`config.mk`:
```
export PLATFORM = sky130hd
export DESIGN_NAME = lsgate_dem_ctrl
export DESIGN_NICKNAME = d
export VERILOG_FILES = /design/src/rtl/lsm_pkg.sv /design/src/rtl/lsm_sync.sv /design/src/rtl/lsm_run_counter.sv /design/src/rtl/lsm_blank_timer.sv /design/src/rtl/lsgate_dem_ctrl.sv
export SDC_FILE = /design/constraint.sdc
export NUM_CORES = 1
export LEC_CHECK = 0
export BUFFER_PORTS_ARGS = -buffer_cell sky130_fd_sc_hd__clkbuf_2
export CAP_MARGIN = 20
export CORE_MARGIN = 2
export CORE_UTILIZATION = 55
export DETAILED_ROUTE_END_ITERATION = 10
export GPL_TIMING_DRIVEN = 0
export PLACE_DENSITY_LB_ADDON = 0.25
export SYNTH_ARGS = -nofsm -noshare
export SYNTH_HDL_FRONTEND = slang
export SYNTH_HIERARCHICAL = 1
export SYNTH_SLANG_ARGS = --single-unit
```
`constraint.sdc`:
```
create_clock -name clk -period 2.1 [get_ports clk]
set_input_delay 0.21 -clock clk [delete_from_list [all_inputs] [get_ports clk]]
set_output_delay 0.21 -clock clk [all_outputs]
set_load 0.005 [all_outputs]
```
`src/rtl/lsm_pkg.sv`:
```
package lsm_pkg;

    typedef enum logic [2:0] {
        ST_CONT      = 3'd0,
        ST_DEM_HIGH  = 3'd1,
        ST_DEM_BLANK = 3'd2,
        ST_DEM_ON    = 3'd3,
        ST_DEM_LATCH = 3'd4
    } lsm_state_e;

endpackage

```
`src/rtl/lsm_sync.sv`:
```
module lsm_sync #(
    parameter int WIDTH  = 2,
    parameter int STAGES = 2
) (
    input  logic             clk,
    input  logic             rst_n,
    input  logic [WIDTH-1:0] din,
    output logic [WIDTH-1:0] dout
);

    logic [STAGES-1:0][WIDTH-1:0] chain_q;

    generate
        if (STAGES == 1) begin : g_single
            always_ff @(posedge clk or negedge rst_n) begin
                if (!rst_n) chain_q <= '0;
                else        chain_q <= din;
            end
        end else begin : g_multi
            always_ff @(posedge clk or negedge rst_n) begin
                if (!rst_n) chain_q <= '0;
                else        chain_q <= {chain_q[STAGES-2:0], din};
            end
        end
    endgenerate

    assign dout = chain_q[STAGES-1];

endmodule

```
`src/rtl/lsm_run_counter.sv`:
```
module lsm_run_counter #(
    parameter int RUN_LEN = 3
) (
    input  logic clk,
    input  logic rst_n,
    input  logic pwm_rise,
    input  logic zc_s,
    input  logic ccm_s,
    output logic period_hit,
    output logic run_done
);

    localparam int CNT_W = $clog2(RUN_LEN + 1);
    localparam logic [CNT_W-1:0] CNT_FULL = CNT_W'(RUN_LEN);
    localparam logic [CNT_W-1:0] CNT_LAST = CNT_W'(RUN_LEN - 1);

    logic             zc_seen_q;
    logic             zc_now;
    logic [CNT_W-1:0] run_q;

    // zero-cross detection only while continuous mode is not selected
    assign zc_now     = zc_s & ~ccm_s;
    assign period_hit = zc_seen_q | zc_now;

    always_ff @(posedge clk or negedge rst_n) begin
        if (!rst_n)        zc_seen_q <= 1'b0;
        else if (pwm_rise) zc_seen_q <= 1'b0;
        else if (zc_now)   zc_seen_q <= 1'b1;
    end

    always_ff @(posedge clk or negedge rst_n) begin
        if (!rst_n) begin
            run_q <= '0;
        end else if (pwm_rise) begin
            if (ccm_s || !period_hit) run_q <= '0;
            else if (run_q != CNT_FULL) run_q <= run_q + 1'b1;
        end
    end

    assign run_done = pwm_rise & ~ccm_s & period_hit & (run_q >= CNT_LAST);

endmodule

```
`src/rtl/lsm_blank_timer.sv`:
```
module lsm_blank_timer #(
    parameter int MIN_ON = 4
) (
    input  logic clk,
    input  logic rst_n,
    input  logic run,
    output logic done
);

    generate
        if (MIN_ON == 0) begin : g_none
            assign done = run;
        end else begin : g_cnt
            localparam int T_W = $clog2(MIN_ON + 1);
            localparam logic [T_W-1:0] T_LAST = T_W'(MIN_ON - 1);
            logic [T_W-1:0] tick_q;

            always_ff @(posedge clk or negedge rst_n) begin
                if (!rst_n)   tick_q <= '0;
                else if (run) tick_q <= tick_q + 1'b1;
                else          tick_q <= '0;
            end

            assign done = run && (tick_q == T_LAST);
        end
    endgenerate

endmodule

```
`src/rtl/lsgate_dem_ctrl.sv`:
```
module lsgate_dem_ctrl
    import lsm_pkg::*;
#(
    parameter int MIN_ON_CYC  = 4,
    parameter int RUN_LEN     = 3,
    parameter int SYNC_STAGES = 2
) (
    input  logic clk,
    input  logic rst_n,
    input  logic pwm_cmd,
    input  logic ccm_sel_async,
    input  logic zc_async,
    output logic ls_gate_en,
    output logic dem_active
);

    localparam bit HAS_BLANK = (MIN_ON_CYC > 0);

    lsm_state_e state_q;
    lsm_state_e state_d;

    logic [1:0] async_in;
    logic [1:0] sync_out;
    logic       ccm_s;
    logic       zc_s;
    logic       pwm_d;
    logic       pwm_rise;
    logic       pwm_fall;
    logic       period_hit;
    logic       run_done;
    logic       blank_done;

    assign async_in = {ccm_sel_async, zc_async};

    lsm_sync #(
        .WIDTH  (2),
        .STAGES (SYNC_STAGES)
    ) u_sync (
        .clk   (clk),
        .rst_n (rst_n),
        .din   (async_in),
        .dout  (sync_out)
    );

    assign ccm_s = sync_out[1];
    assign zc_s  = sync_out[0];

    always_ff @(posedge clk or negedge rst_n) begin
        if (!rst_n) pwm_d <= 1'b0;
        else        pwm_d <= pwm_cmd;
    end

    assign pwm_rise = pwm_cmd & ~pwm_d;
    assign pwm_fall = ~pwm_cmd & pwm_d;

    lsm_run_counter #(
        .RUN_LEN (RUN_LEN)
    ) u_run (
        .clk        (clk),
        .rst_n      (rst_n),
        .pwm_rise   (pwm_rise),
        .zc_s       (zc_s),
        .ccm_s      (ccm_s),
        .period_hit (period_hit),
        .run_done   (run_done)
    );

    lsm_blank_timer #(
        .MIN_ON (MIN_ON_CYC)
    ) u_blank (
        .clk   (clk),
        .rst_n (rst_n),
        .run   (state_q == ST_DEM_BLANK),
        .done  (blank_done)
    );

    // next-state logic
    always_comb begin
        state_d = state_q;
        unique case (state_q)
            ST_CONT: begin
                if (run_done) state_d = ST_DEM_HIGH;
            end
            ST_DEM_HIGH: begin
                if (pwm_rise)
                    state_d = (ccm_s || !period_hit) ? ST_CONT : ST_DEM_HIGH;
                else if (pwm_fall)
                    state_d = HAS_BLANK ? ST_DEM_BLANK : ST_DEM_ON;
            end
            ST_DEM_BLANK: begin
                if (pwm_rise)
                    state_d = (ccm_s || !period_hit) ? ST_CONT : ST_DEM_HIGH;
                else if (blank_done)
                    state_d = ST_DEM_ON;
            end
            ST_DEM_ON: begin
                if (pwm_rise)
                    state_d = (ccm_s || !period_hit) ? ST_CONT : ST_DEM_HIGH;
                else if (zc_s && !ccm_s)
                    state_d = ST_DEM_LATCH;
            end
            ST_DEM_LATCH: begin
                if (pwm_rise)
                    state_d = (ccm_s || !period_hit) ? ST_CONT : ST_DEM_HIGH;
            end
            default: state_d = ST_CONT;
        endcase
    end

    // state register
    always_ff @(posedge clk or negedge rst_n) begin
        if (!rst_n) state_q <= ST_CONT;
        else        state_q <= state_d;
    end

    // outputs
    always_comb begin
        ls_gate_en = 1'b0;
        dem_active = 1'b1;
        unique case (state_q)
            ST_CONT: begin
                ls_gate_en = ~pwm_cmd;
                dem_active = 1'b0;
            end
            ST_DEM_HIGH:  ls_gate_en = 1'b0;
            ST_DEM_BLANK: ls_gate_en = ~pwm_cmd;
            ST_DEM_ON:    ls_gate_en = ~pwm_cmd;
            ST_DEM_LATCH: ls_gate_en = 1'b0;
            default: begin
                ls_gate_en = 1'b0;
                dem_active = 1'b0;
            end
        endcase
    end

endmodule

```
==> results.toml <==
[clocking]
cts_made_buffers = 3
clkLatencyLatePin_ps = 270
cts_setup_buffers = 0
cts_tree = "done"
clock_sinks = 14
cts_hold_buffers = 1
cts_resized = 0
path_clk_slew_ps = 80
htreeDepth = 1
cts_root_buffer = "clkbuf_4"
clock_path_buffers = 2

[setup_path]
worstPathCellList = "buf_4 > o21ba_4 > o211a_1 > nor2b_1 > or4_4 > nand3_2 > mux2_4"
start_kind = "flip-flop"
reg2reg_from = "u_sync/dout[0]"
crit_path_max_incr_delay_ps = 430
crit_type = "reg2reg"
cp.arrival_ps = 2120
cp_data_required_time_ps = 2260
path_max_fanout = 3
cp-startpoint = "u_sync/dout[0]"
reg2regPathDepth = 7
cp-end-kind = "flip-flop"
critPathSlowestCell = "or4_4"

[global_routing]
grt_pass1_wl_um = 2040
grt-ovfl-total = 0
grt_util_met3_pct = 7.83
busiest_layer = "met2"
gr-usage-all-layers_pct = 16.3
grt_pass1_vias = 503
antenna_found_initial = 0
grt.met2_usage_pct = 27.5
grt_max_degree = 15
use_met1_pct = 17.7

[place]
dpl_worst_slack_ps = 163
gp_congestion = 0.709
dpl.hpwl_um = 924
portBuffers = 6

[outcome]
status = "completed"

[yosys]
synth_area_leaders = "dfrtp_1 (46%), ha_1 (9.8%), nor2b_1 (4.9%)"
syn_nets = 79
ys_seq_elements = 14
syn_inst = 68
yosysWarningCount = 6
synth_top_cell_area_share_pct = 45.5
syn_area_um2 = 769
synth_top_area_cell = "dfrtp_1"
ys_seq_area_share_pct = 45.5
synth_enable_flop_cells = 0
synth_cell_types = 30
synth_area_per_cell_um2 = 11.3
synth_ff_type = "dfrtp_1"
ys_async_sr_fraction_pct = 100

[sta]
worstMarginPinSlew_ps = 338
finalSetupViolations = 0
skew_ps = 1.52
setup_tns_ps = 0
max_slew_margin_pct = 77.5
finalCritPeriodShare_pct = 92.9
setup_ws_ps = 149
hold_viol_final = 0
rsz0062_at_grt = "false"
fin_crit_ps = 1950
slew_violations = 0
max_freq_mhz = 513

[pwr]
power.switching_uw = 263
power-per-cell-area_mw_per_mm2 = 991
ir_worst_vdd_mv = 0.546
swShare_pct = 30.6
power_frac_comb_pct = 35.3
clockPowerShare_pct = 21.7
seq_power_share_pct = 42.9
p_leak_nw = 0.448
p_int_uw = 594

[detailed_routing]
ant_nets = 0
drtPass1Iterations = 2
vias = 507
drtIter0Drc = 2
wire_per_inst_um = 12.6
finalWirelength_um = 1190
drc = 0
via_per_inst = 5.39

[min_path]
holdPathStages = 1
hold_start = "ccm_sel_async"
min_path_type = "in2reg"

[die]
rows = 13
die_h_um = 41.4
io_pins = 7
dieArea_mm2 = 0.00171
core-area_mm2 = 0.00130
die_w_um = 41.4
floorplan.initialDensity_pct = 59.1

[flow_run]
maxCapViolations = 0

[layout]
final_nets = 91
layout-drive-gt1-share_pct = 25.3
areaGrowthSynthToFinish_pct = 12.4
fillers = 103
n_antenna_cell = 0
[critical path: cells and delay by family (launching register included)]
| kind | cells | cell delay (ps) |
|---|---|---|
| DFF | 1 | 370 |
| and+or+nand+nor | 3 | 680 |
| AOI/OAI and AO/OA | 2 | 360 |
| buffers and inverters | 1 | 140 |
| muxes | 1 | 300 |
[per-layer routing]
| layer | part of all wire, % | wire length [um] |
|---|---|---|
| met4 | 0 | 0 |
| met2 | 48 | 573 |
| met3 | 4.8 | 57 |
| met1 | 47 | 555 |
| met5 | 0 | 0 |
[cells in the mapped netlist (2+ instances only)]
library cell,number
ha_1,6
o21ai_1,2
inv_1,6
dfrtp_1,14
nor3b_1,2
buf_4,2
and2b_1,3
and2_1,2
mux2_4,2
nor2_1,4
nor2b_1,6
[power groups by stage]
stage | sequential (mW) | combinational, mW | clock [mW]
after global routing | 0.377 | 0.341 | 0.210
final | 0.368 | 0.303 | 0.186
after floorplan | 0.357 | 0.244 | 0
after detailed placement | 0.375 | 0.303 | 0
after global placement | 0.372 | 0.295 | 0
after CTS | 0.369 | 0.307 | 0.194
[registers in the layout, indices dropped and copies added, names as in the netlist]
name and flops:
state_q 3, u_blank/g_cnt.tick_q 3, pwm_d 1, u_run/zc_seen_q 1
u_sync/dout 2, u_sync/chain_q 2, u_run/run_q 2
[placed cells by master (no fill, tap or decap), types with 2 or more instances in the layout]
| cell | count |
|---|---|
| o21ai_1 | 2 |
| nor2_1 | 4 |
| inv_1 | 6 |
| mux2_4 | 2 |
| and2b_1 | 3 |
| nor3b_1 | 2 |
| dfrtp_1 | 14 |
| nor2b_1 | 6 |
| clkbuf_2 | 6 |
| and2_1 | 2 |
| ha_1 | 6 |
| clkbuf_4 | 3 |
| buf_4 | 2 |
[final timing paths]
kind | endpoint | slack (ps)
min in group asynchronous | u_run/run_q[0] | 360
worst max-delay path | state_q[0] | 150
worst min register to register | u_sync/dout[0] | 350
worst max register to register | state_q[0] | 150
max in group asynchronous | state_q[1] | 1490
worst min-delay path | u_sync/chain_q[1] | 40
[kinds of logic after synthesis]
family | Yosys count | synth area share (%)
and+or+nand+nor | 24 | 21.5
buffers and inverters | 9 | 5.53
DFF | 14 | 45.5
muxes | 3 | 5.20
adders and majority gates | 6 | 9.76
AOI/OAI and AO/OA | 11 | 11.4
xor gates and xnor gates | 1 | 1.14
[layout make-up]
class                           instances  area (um2)  share of cell area (%)
Sequential cell                        14         350                    40.5
Buffer                                  3        20.0                    2.32
Inverter                                6        22.5                    2.60
Timing Repair Buffer                    7        40.0                    4.63
Multi-Input combinational cell         45         377                    43.6
Tap cell                               15        18.8                    2.17
Clock buffer                            4        36.3                    4.20
[stage by stage]
step | instance area (um2) | total power [mW] | hold slack (ps) | utilization, % | cells
final | 865 | 0.857 | 36.7 | 66.4 | 94
after global routing | 865 | 0.928 | 14.9 | 66.4 | 94
after CTS | 865 | 0.870 | 27.1 | 66.4 | 94
after detailed placement | 818 | 0.678 | 130 | 62.9 | 89
after global placement | 818 | 0.666 | 128 | 62.9 | 89
after floorplan | 769 | 0.601 | -85.6 | - | 68
(Power assumes the default switching activity.)
